$ cat config.mk
export PLATFORM = sky130hd
export DESIGN_NAME = qspi_seq
export DESIGN_NICKNAME = d
export VERILOG_FILES = /design/src/rtl/qspi_pkg.sv /design/src/rtl/qspi_shift.sv /design/src/rtl/qspi_store.sv /design/src/rtl/qspi_seq.sv
export SDC_FILE = /design/constraint.sdc
export NUM_CORES = 1
export LEC_CHECK = 0
export CORE_ASPECT_RATIO = 1.75
export CORE_MARGIN = 2
export CORE_UTILIZATION = 45
export DETAILED_ROUTE_END_ITERATION = 10
export PLACE_DENSITY = 0.65
export SLEW_MARGIN = 20
export SYNTH_ARGS = -nofsm -noshare
export SYNTH_HDL_FRONTEND = slang
export SYNTH_SLANG_ARGS = --single-unit
$ cat constraint.sdc
create_clock -name clk -period 11.85 [get_ports clk]
set_input_delay 2.37 -clock clk [delete_from_list [all_inputs] [get_ports clk]]
set_output_delay 2.37 -clock clk [all_outputs]
set_load 0.01 [all_outputs]
$ cat src/rtl/qspi_pkg.sv
package qspi_pkg;
    localparam int DATA_W = 16;
    localparam int CSI_W  = 2;
    localparam int LEN_W  = 4;
    localparam int DLY_W  = 8;
    localparam int NUM_CS = 1 << CSI_W;

    typedef struct packed {
        logic             keep_cs;
        logic [DLY_W-1:0] gap;
        logic [LEN_W-1:0] nbits_m1;
        logic [CSI_W-1:0] cs_idx;
        logic [DATA_W-1:0] data;
    } entry_t;

    localparam int ENTRY_W = $bits(entry_t);

    typedef enum logic [1:0] {ST_IDLE, ST_SETUP, ST_SHIFT, ST_GAP} seq_state_t;

    localparam logic [1:0] REGION_CSR = 2'd0;
    localparam logic [1:0] REGION_TXQ = 2'd1;
    localparam logic [1:0] REGION_RXQ = 2'd2;
    localparam logic [3:0] CSR_CTRL   = 4'd0;
    localparam logic [3:0] CSR_PTR    = 4'd1;
    localparam logic [3:0] CSR_STAT   = 4'd2;

    function automatic logic [NUM_CS-1:0] cs_onehot(input logic [CSI_W-1:0] idx);
        logic [NUM_CS-1:0] v;
        v = '0;
        v[idx] = 1'b1;
        return v;
    endfunction
endpackage

$ cat src/rtl/qspi_shift.sv
module qspi_shift
    import qspi_pkg::*;
#(
    parameter int HALF_DIV = 2
) (
    input  logic              clk,
    input  logic              rst,
    input  logic              go,
    input  logic [DATA_W-1:0] tx_word,
    input  logic [LEN_W-1:0]  nbits_m1,
    input  logic              miso,
    output logic              sclk,
    output logic              mosi,
    output logic              busy,
    output logic              done,
    output logic [DATA_W-1:0] rx_word
);
    localparam int DIV_W = (HALF_DIV > 1) ? $clog2(HALF_DIV) : 1;

    logic [DIV_W-1:0]  div_q;
    logic [LEN_W-1:0]  left_q;
    logic [DATA_W-1:0] sh_q;
    logic              tick;

    assign tick = (div_q == DIV_W'(HALF_DIV - 1));
    assign mosi = busy & sh_q[DATA_W-1];

    always_ff @(posedge clk) begin
        if (rst) begin
            div_q   <= '0;
            left_q  <= '0;
            sh_q    <= '0;
            sclk    <= 1'b0;
            busy    <= 1'b0;
            done    <= 1'b0;
            rx_word <= '0;
        end else begin
            done <= 1'b0;
            if (!busy) begin
                if (go) begin
                    // left-align the active bits so the MSB leaves first
                    sh_q    <= tx_word << (LEN_W'(DATA_W - 1) - nbits_m1);
                    left_q  <= nbits_m1;
                    rx_word <= '0;
                    div_q   <= '0;
                    sclk    <= 1'b0;
                    busy    <= 1'b1;
                end
            end else if (!tick) begin
                div_q <= div_q + 1'b1;
            end else begin
                div_q <= '0;
                if (!sclk) begin
                    sclk    <= 1'b1;
                    rx_word <= {rx_word[DATA_W-2:0], miso};
                end else begin
                    sclk <= 1'b0;
                    if (left_q == '0) begin
                        busy <= 1'b0;
                        done <= 1'b1;
                    end else begin
                        left_q <= left_q - 1'b1;
                        sh_q   <= sh_q << 1;
                    end
                end
            end
        end
    end


    sclk_idle_chk: assert property (@(posedge clk) disable iff (rst) !busy |-> !sclk);

    mosi_hold_chk: assert property (@(posedge clk) disable iff (rst)
        (sclk && $past(sclk)) |-> $stable(mosi));
endmodule

$ cat src/rtl/qspi_store.sv
module qspi_store
    import qspi_pkg::*;
#(
    parameter int DEPTH = 16,
    localparam int IW   = $clog2(DEPTH)
) (
    input  logic              clk,
    input  logic              rst,
    input  logic              tx_we,
    input  logic [IW-1:0]     tx_waddr,
    input  entry_t            tx_wdata,
    input  logic [IW-1:0]     seq_raddr,
    output entry_t            seq_rdata,
    input  logic [IW-1:0]     host_raddr,
    output entry_t            host_rdata,
    input  logic              rx_we,
    input  logic [IW-1:0]     rx_waddr,
    input  logic [DATA_W-1:0] rx_wdata,
    input  logic [IW-1:0]     rx_raddr,
    output logic [DATA_W-1:0] rx_rdata
);
    entry_t            txq [DEPTH];
    logic [DATA_W-1:0] rxq [DEPTH];

    generate
        for (genvar i = 0; i < DEPTH; i++) begin : g_slot
            always_ff @(posedge clk) begin
                if (rst) begin
                    txq[i] <= '0;
                    rxq[i] <= '0;
                end else begin
                    if (tx_we && tx_waddr == IW'(i)) txq[i] <= tx_wdata;
                    if (rx_we && rx_waddr == IW'(i)) rxq[i] <= rx_wdata;
                end
            end
        end
    endgenerate

    assign seq_rdata  = txq[seq_raddr];
    assign host_rdata = txq[host_raddr];
    assign rx_rdata   = rxq[rx_raddr];
endmodule

$ cat src/rtl/qspi_seq.sv
module qspi_seq
    import qspi_pkg::*;
#(
    parameter int DEPTH    = 16,
    parameter int HALF_DIV = 2
) (
    input  logic              clk,
    input  logic              rst,
    input  logic              reg_wr,
    input  logic [5:0]        reg_addr,
    input  logic [31:0]       reg_wdata,
    output logic [31:0]       reg_rdata,
    output logic              sclk,
    output logic              mosi,
    input  logic              miso,
    output logic [NUM_CS-1:0] cs_n,
    output logic              irq
);
    localparam int IW    = $clog2(DEPTH);
    localparam int CNT_W = DLY_W + $clog2(2 * HALF_DIV) + 1;

    seq_state_t        state_q;
    logic [IW-1:0]     cur_q, pstart_q, pend_q, last_q;
    logic              wrap_q, stop_q, done_q, err_q, cs_on_q, irq_q;
    logic [CNT_W-1:0]  cnt_q;

    entry_t            cur_e, host_e;
    logic [DATA_W-1:0] sh_rx, rx_rd;
    logic              sh_busy, sh_done, go;

    logic [1:0] region;
    logic [3:0] sub;
    logic running, wr_ctrl, wr_ptr, wr_tx, start_req, at_end;
    logic [IW-1:0]    nxt_idx;
    logic [CNT_W-1:0] gap_len;

    assign region    = reg_addr[5:4];
    assign sub       = reg_addr[3:0];
    assign running   = (state_q != ST_IDLE);
    assign wr_ctrl   = reg_wr && region == REGION_CSR && sub == CSR_CTRL;
    assign wr_ptr    = reg_wr && region == REGION_CSR && sub == CSR_PTR;
    assign wr_tx     = reg_wr && region == REGION_TXQ;
    assign start_req = wr_ctrl && reg_wdata[0] && !running;
    assign at_end    = (cur_q == pend_q);
    assign nxt_idx   = at_end ? pstart_q : cur_q + 1'b1;
    assign gap_len   = CNT_W'(cur_e.gap) * CNT_W'(2 * HALF_DIV);
    assign go        = (state_q == ST_SETUP) && (cnt_q == CNT_W'(HALF_DIV - 1));

    qspi_store #(.DEPTH(DEPTH)) u_store (
        .clk       (clk),
        .rst       (rst),
        .tx_we     (wr_tx && !running),
        .tx_waddr  (sub[IW-1:0]),
        .tx_wdata  (entry_t'(reg_wdata[ENTRY_W-1:0])),
        .seq_raddr (cur_q),
        .seq_rdata (cur_e),
        .host_raddr(sub[IW-1:0]),
        .host_rdata(host_e),
        .rx_we     (sh_done && state_q == ST_SHIFT),
        .rx_waddr  (cur_q),
        .rx_wdata  (sh_rx),
        .rx_raddr  (sub[IW-1:0]),
        .rx_rdata  (rx_rd)
    );

    qspi_shift #(.HALF_DIV(HALF_DIV)) u_shift (
        .clk     (clk),
        .rst     (rst),
        .go      (go),
        .tx_word (cur_e.data),
        .nbits_m1(cur_e.nbits_m1),
        .miso    (miso),
        .sclk    (sclk),
        .mosi    (mosi),
        .busy    (sh_busy),
        .done    (sh_done),
        .rx_word (sh_rx)
    );

    always_ff @(posedge clk) begin
        if (rst) begin
            state_q  <= ST_IDLE;
            cur_q    <= '0;
            pstart_q <= '0;
            pend_q   <= '0;
            last_q   <= '0;
            wrap_q   <= 1'b0;
            stop_q   <= 1'b0;
            done_q   <= 1'b0;
            err_q    <= 1'b0;
            cs_on_q  <= 1'b0;
            irq_q    <= 1'b0;
            cnt_q    <= '0;
        end else begin
            irq_q <= 1'b0;
            if ((wr_ptr || wr_tx) && running) err_q <= 1'b1;
            if (wr_ptr && !running) begin
                pstart_q <= reg_wdata[IW-1:0];
                pend_q   <= reg_wdata[8 +: IW];
            end
            if (wr_ctrl && !running) wrap_q <= reg_wdata[2];
            if (wr_ctrl && reg_wdata[1] && running) stop_q <= 1'b1;

            unique case (state_q)
                ST_IDLE: if (start_req) begin
                    cur_q   <= pstart_q;
                    cnt_q   <= '0;
                    cs_on_q <= 1'b1;
                    done_q  <= 1'b0;
                    err_q   <= 1'b0;
                    stop_q  <= 1'b0;
                    state_q <= ST_SETUP;
                end
                ST_SETUP: begin
                    cnt_q <= cnt_q + 1'b1;
                    if (go) state_q <= ST_SHIFT;
                end
                ST_SHIFT: if (sh_done) begin
                    last_q  <= cur_q;
                    cnt_q   <= gap_len;
                    cs_on_q <= cur_e.keep_cs;
                    state_q <= ST_GAP;
                end
                ST_GAP: begin
                    if (cnt_q > CNT_W'(1)) begin
                        cnt_q <= cnt_q - 1'b1;
                    end else if (stop_q || (at_end && !wrap_q)) begin
                        cs_on_q <= 1'b0;
                        state_q <= ST_IDLE;
                        if (at_end && !wrap_q) begin
                            done_q <= 1'b1;
                            irq_q  <= 1'b1;
                        end
                    end else begin
                        cur_q   <= nxt_idx;
                        cnt_q   <= '0;
                        cs_on_q <= 1'b1;
                        state_q <= ST_SETUP;
                    end
                end
                default: state_q <= ST_IDLE;
            endcase
        end
    end

    assign cs_n = cs_on_q ? ~cs_onehot(cur_e.cs_idx) : '1;
    assign irq  = irq_q;

    always_comb begin
        reg_rdata = '0;
        case (region)
            REGION_CSR: case (sub)
                CSR_CTRL: reg_rdata[2] = wrap_q;
                CSR_PTR: begin
                    reg_rdata[IW-1:0] = pstart_q;
                    reg_rdata[8 +: IW] = pend_q;
                end
                CSR_STAT: begin
                    reg_rdata[IW-1:0] = last_q;
                    reg_rdata[8]  = done_q;
                    reg_rdata[9]  = err_q;
                    reg_rdata[10] = running;
                end
                default: ;
            endcase
            REGION_TXQ: reg_rdata[ENTRY_W-1:0] = host_e;
            REGION_RXQ: reg_rdata[DATA_W-1:0] = rx_rd;
            default: ;
        endcase
    end


    cs_single_chk: assert property (@(posedge clk) disable iff (rst)
        (state_q == ST_SHIFT) |-> ($countones(~cs_n) == 1));

    cs_idle_chk: assert property (@(posedge clk) disable iff (rst)
        (state_q == ST_IDLE) |-> (cs_n == '1));

    ptr_lock_chk: assert property (@(posedge clk) disable iff (rst)
        (wr_ptr && running) |=> ($stable(pstart_q) && $stable(pend_q) && err_q));

    irq_done_chk: assert property (@(posedge clk) disable iff (rst) irq |-> done_q);

    irq_pulse_chk: assert property (@(posedge clk) disable iff (rst) irq |=> !irq);

    wrap_quiet_chk: assert property (@(posedge clk) disable iff (rst)
        (wrap_q && running) |=> !irq);

    stop_boundary_chk: assert property (@(posedge clk) disable iff (rst)
        (state_q == ST_SHIFT && !sh_done) |=> (state_q == ST_SHIFT));
endmodule

**After elaboration in Yosys (flattened, before gate mapping)**

Memory sizes are Yosys's and may differ from the RTL's. A register that Yosys moved wholly into a read port is not among the register bits.
Cells that the tools add are included.

- Register bits: 75
- RAM bits: 752
- Output and inout bits: 39
- Memories: 2

- $add $sub $neg: 6
- $lt $le $gt $ge: 3
- Equality and inequality tests: 49
- Shift operators: 1
- Mux-type cells: 204
- Bitwise gates (word level): 39
- Reduce and logical (&&, ||, !) cells: 72

Memories:

| memory | depth | width | rd ports | clocked after Yosys merged registers in | write ports | line | text |
|---|---|---|---|---|---|---|---|
| u_store.txq | 16 | 31 | 2 | 1 | 16 | qspi_store.sv:22 | `entry_t txq [DEPTH];` |
| u_store.rxq | 16 | 16 | 1 | 0 | 16 | qspi_store.sv:23 | `logic [DATA_W-1:0] rxq [DEPTH];` |

Operators by type and width:

| cell | count |
|---|---|
| two-way mux 31 bit | 16 |
| two-way mux 16 bit | 25 |
| two-way mux 1 bit | 128 |
| equality test 4 bit, second input constant | 16 |
| logical AND 1 bit | 48 |
| two-way mux 4 bit | 12 |
| two-way mux 11 bit | 4 |
| case mux 11 bit (4 select lines) | 1 |
| equality test 4 x 3 -> 1 bit, second input constant | 8 |
| OR 1 bit | 32 |
| case mux 4 bit (2 select lines) | 3 |
| case mux 4 bit (3 select lines) | 2 |
| != test 2 bit, second input constant | 9 |
| equality test 4 x 2 -> 1 bit, second input constant | 4 |
| AND reduction 4 bit | 4 |
| left shift 16 x 4 -> 16 bit | 1 |
| two-way mux 15 bit | 1 |
| logical NOT 4 bit | 3 |
| adder 11 x 1 -> 11 bit, second input constant | 1 |
| equality test 11 x 1 -> 1 bit, second input constant | 1 |
| > comparator 11 x 1 -> 1 bit, second input constant | 1 |
| subtractor 11 x 1 -> 11 bit, second input constant | 1 |
| equality test 4 x 1 -> 1 bit, second input constant | 2 |
| two-way mux 2 bit | 4 |
| other kinds (29) | 47 |

**Longest topological paths before layout**

- Depth in word-level cells: 9
- Depth in mapped cells: 13

**Cells and area by module**

Synthesis repeated with hierarchy kept, for this count alone.

- Cell total of the unflattened synthesis: 2973
- Area total of the unflattened synthesis: 42411.9 um^2

Modules (own cells, without submodules):

| module | times used | cells each | area an instance (um^2) | seq. area each (um^2) |
|---|---|---|---|---|
| qspi_store | 1 | 2378 | 37353.3 | 22581.7 |
| qspi_seq | 1 | 357 | 2782.7 | 700.7 |
| qspi_shift | 1 | 238 | 2275.9 | 800.8 |

**Worst setup path before layout**

OpenSTA, ideal clock, no wires.

- Kind: input port to output port
- Start: input port reg_addr[0]
- End: output port reg_rdata[17]
- Arrival: 4862 ps
- Data required time: 9480 ps
- Setup slack: 4618 ps
- Stages on the path: 7
- Path through: clkbuf_1 buf_2 buf_1 buf_2 mux4_2 mux4_2 and2_1

- Longest elaborated chain between the ends: 2

RTL lines:

| what | line | text |
|---|---|---|
| start, declared | qspi_seq.sv:10 | `input logic [5:0] reg_addr,` |
| memory (16 x 31 bit) | - |  |
| two-way mux 15 bit | qspi_seq.sv:151 | `case (region)` |
| end, declared | qspi_seq.sv:12 | `output logic [31:0] reg_rdata,` |

No other way between the ends.

**Worst setup path after layout**

- Start: input port reg_addr[0]
- End: output port reg_rdata[8]

- Longest elaborated chain between the ends: 3
- Elaborated cells between the ends (all ways): 6

RTL lines:

| what | line |
|---|---|
| parallel branches: the longest is 2 deep, another holds memory (16 x 16 bit) | - |
| case mux 4 bit (3 select lines) * | qspi_seq.sv:151 |

Every way passes the cells marked *.

==> out/metrics.cfg <==
[place]
hpwl_mm=75.2
portBuffers=78
gp_congestion=0.847
dpl_cell_area_mm2=0.0443

[setup_path]
setup.worst_path.class=primary input to output port
worstSetupEndpointType=output port
crit_fanout=84
worst_path_max_delay_cell=mux4_2
cp_common_cell=mux4_2
path_cells=buf_8 > buf_12 > buf_16 > mux4_2 > mux4_2 > a222oi_1 > a21oi_1 > clkdlybuf4s50_1
cp_slowest_stage_delay_ns=0.59
critPathRequiredTime_ns=9.48
endpoint=reg_rdata[8]
worstPathArrival_ns=6.08
rrSetupSlack_ns=7.61
critPathLaunchType=primary input
reg2reg_to=u_shift.sh_q[1]$_SDFFE_PP0P_
startpoint=reg_addr[0]
reg2regPathDepth=7

[clocking]
cts_resized=0
cts_buffers=77
cts_tree=done
htreeDepth=3
postCtsSetupBuffers=0
insertion_delay_ns=0.69
cts_max_path_buffers=3
cts_root_buf=clkbuf_16
cts_hold_buf=0
cts_sinks=831
cts.reportedPaths.clkPinSlew_ns=0.06

[timing]
fin_skew_ns=0.0453
setup_violations=0
setup_tns_ns=0
worst_pin_slew_ns=1.12
post-route-min-period_ns=8.45
finalHoldViolCount=0
final_max_slew_viol_count=0
fin_crit_sh_pct=71.3
fmax_mhz=118
slew_headroom_pct=25.3
whs_ns=0.460
rsz0062_at_grt=no

[final_layout]
area_growth_pct=10.8
layout-drive-gt1-share_pct=21.6
fin_area_mm2=0.0469
nets=2900

[synthesis]
post_synth.cell_area_avg_um2=14.8
synth_edf_count=752
synthTopCellsByArea=edfxtp_1, mux4_2, and2_1, dfxtp_1, clkbuf_1
seq_area_frac_synth_pct=57.1
ys_warn_count=0
ys.flop_type=edfxtp_1
syn-num-nets=2926
ys_seq_elements=831
ys_types=63
netlist_area_mm2=0.0423
synth_area_leader_cell=edfxtp_1
synth_top_area_share_pct=53.4
synth_cells=2867
async_flop_share_pct=0

[pwr]
total_power_uw=6800
peakVddDrop_mv=0.172
p_leak_uw=0.0161
p_per_area_mw_per_mm2=145

[die]
die_w_um=236
std_cell_rows=148
start_util_pct=45.4
num_io_pins=81
die_height_um=410
core-area_mm2=0.0931
dieArea_mm2=0.0966

[hold_path]
hp-class=register to register
min_from=last_q[2]$_SDFFE_PP0P_

[drt]
dr.first_iter.drc_count=2660
vias=25700
wl_mm=123
drc=0
ant_nets=0
vias_per_cell=6.26
routedWlPerCell_um=30.0
dr.pass1.iters=8

[global_route]
grt_max_degree=119
grt_pass1_vias=27300
grt_pass1_wl_mm=179
overflow=0
track_usage_pct=25.7
antenna_found_initial=7

[run_status]
status=finished clean

[job]
max_cap_violations=0

[where the power goes]
| part | leakage, uW | switching, uW | internal [uW] |
|---|---|---|---|
| combinational | 0.00648 | 490 | 366 |
| sequential | 0.00838 | 65.2 | 3290 |
| clock | 0.00126 | 1150 | 1440 |
[state kept, by name, summed over array words and instances, names as in the netlist, named ones only]
register         count
cs_on_q              1
cur_q                4
u_shift.busy         1
irq                  1
wrap_q               1
err_q                1
u_shift.rx_word     16
done_q               1
u_store.txq        496
cnt_q               11
state_q              2
pstart_q             4
u_shift.sh_q        16
u_shift.sclk         1
u_store.rxq        256
u_shift.left_q       4
u_shift.div_q        1
pend_q               4
u_shift.done         1
stop_q               1
last_q               4
[worst min path at each step]
stage	endpoint	slack, ns	cells past startpoint
finish	last_q[2]$_SDFFE_PP0P_	0.46	2
global placement	u_shift.sh_q[0]$_SDFFE_PP0P_	0.44	2
floorplan	u_shift.sh_q[5]$_SDFFE_PP0P_	0.43	2
detailed placement	last_q[2]$_SDFFE_PP0P_	0.45	2
CTS	last_q[2]$_SDFFE_PP0P_	0.46	2
global route	u_shift.sh_q[6]$_SDFFE_PP0P_	0.49	2
[cell families (layout without fill, tap and decap cells)]
kind of cell,Yosys count,in the layout,synth area share [%]
muxes,417,417,21.0
DFF,831,831,57.1
xor gates and xnor gates,8,8,0.166
other,1,5,0.00886
AOI/OAI and AO/OA,215,215,3.66
buffers and inverters,280,315,2.75
and+or+nand+nor,1098,1098,14.8
adders and majority gates,17,17,0.503
[critical path, delay by kind of cell]
| kind | cells | cell delay, ns |
|---|---|---|
| buffers and inverters | 4 | 1.79 |
| multiplexers | 2 | 1.09 |
| AO/OA/AOI/OAI | 2 | 0.67 |
[placed cells by master, fill, tap and decap left out, types with 15 or more instances in the layout]
| cell type | netlist | routed |
|---|---|---|
| edfxtp_1 | 752 | 752 |
| mux4_2 | 371 | 371 |
| clkbuf_16 | 0 | 78 |
| mux2i_1 | 35 | 35 |
| a21oi_1 | 42 | 42 |
| inv_1 | 19 | 19 |
| nor3_1 | 15 | 15 |
| clkdlybuf4s50_1 | 0 | 73 |
| buf_4 | 8 | 78 |
| and2_1 | 759 | 759 |
| clkbuf_1 | 194 | 18 |
| a22oi_1 | 74 | 74 |
| dfxtp_1 | 79 | 77 |
| ha_1 | 17 | 16 |
| nand2_1 | 90 | 90 |
| nor2_1 | 143 | 120 |
| nor2_4 | 0 | 16 |
| nor2b_1 | 20 | 20 |
[metal layers]
layer / share of wire (%) / vias up / track usage, %
li1: - / 10800 / -
met1: 34 / 13300 / 28.3
met2: 54 / 1254 / 47.4
met3: 7.1 / 340 / 4.39
met4: 5.2 / 6 / 13.5
met5: 0.034 / - / 0
[layout make-up]
cell class / instances / area (um^2)
clock inverters: 37 / 454
inverters: 20 / 75.1
fillers: 7731 / 46300
multi-input cells: 1756 / 17200
diodes: 4 / 10.0
flip-flops and latches: 831 / 24200
clock buffers: 103 / 2120
well taps: 1200 / 1500
repair buffers: 155 / 1390
[cell usage after synthesis (3+ instances only)]
cell	number
xnor2_1	7
o221ai_1	3
a222oi_1	7
mux2i_1	35
a221oi_1	9
mux4_1	3
nand2_1	90
ha_1	17
nand3_1	12
buf_1	28
nor2_1	143
and3_1	6
a31o_2	4
clkbuf_1	194
mux2_2	6
edfxtp_1	752
o21ai_0	14
nor4_1	6
buf_4	8
a221o_1	6
nor3b_1	4
and2_1	759
a22o_1	5
buf_6	7
a21oi_1	42
buf_2	23
nand2b_1	26
dfxtp_1	79
inv_1	19
o21bai_1	13
nand3b_1	4
nand4_1	4
or2_2	4
a31oi_1	4
nor3_1	15
mux4_2	371
nor2b_1	20
a22oi_1	74
a211oi_1	9
o21ai_1	4
[through the flow]
stage	worst slack [ns]	utilization (%)	instances
final	3.40	50.3	4106
after global routing	3.23	50.3	4103
after CTS	3.43	50.3	4101
after detailed placement	3.44	47.5	3961
after global placement	3.43	47.5	3961
after floorplan	4.62	-	2867
Note: power is estimated with default switching activity, not from simulation.
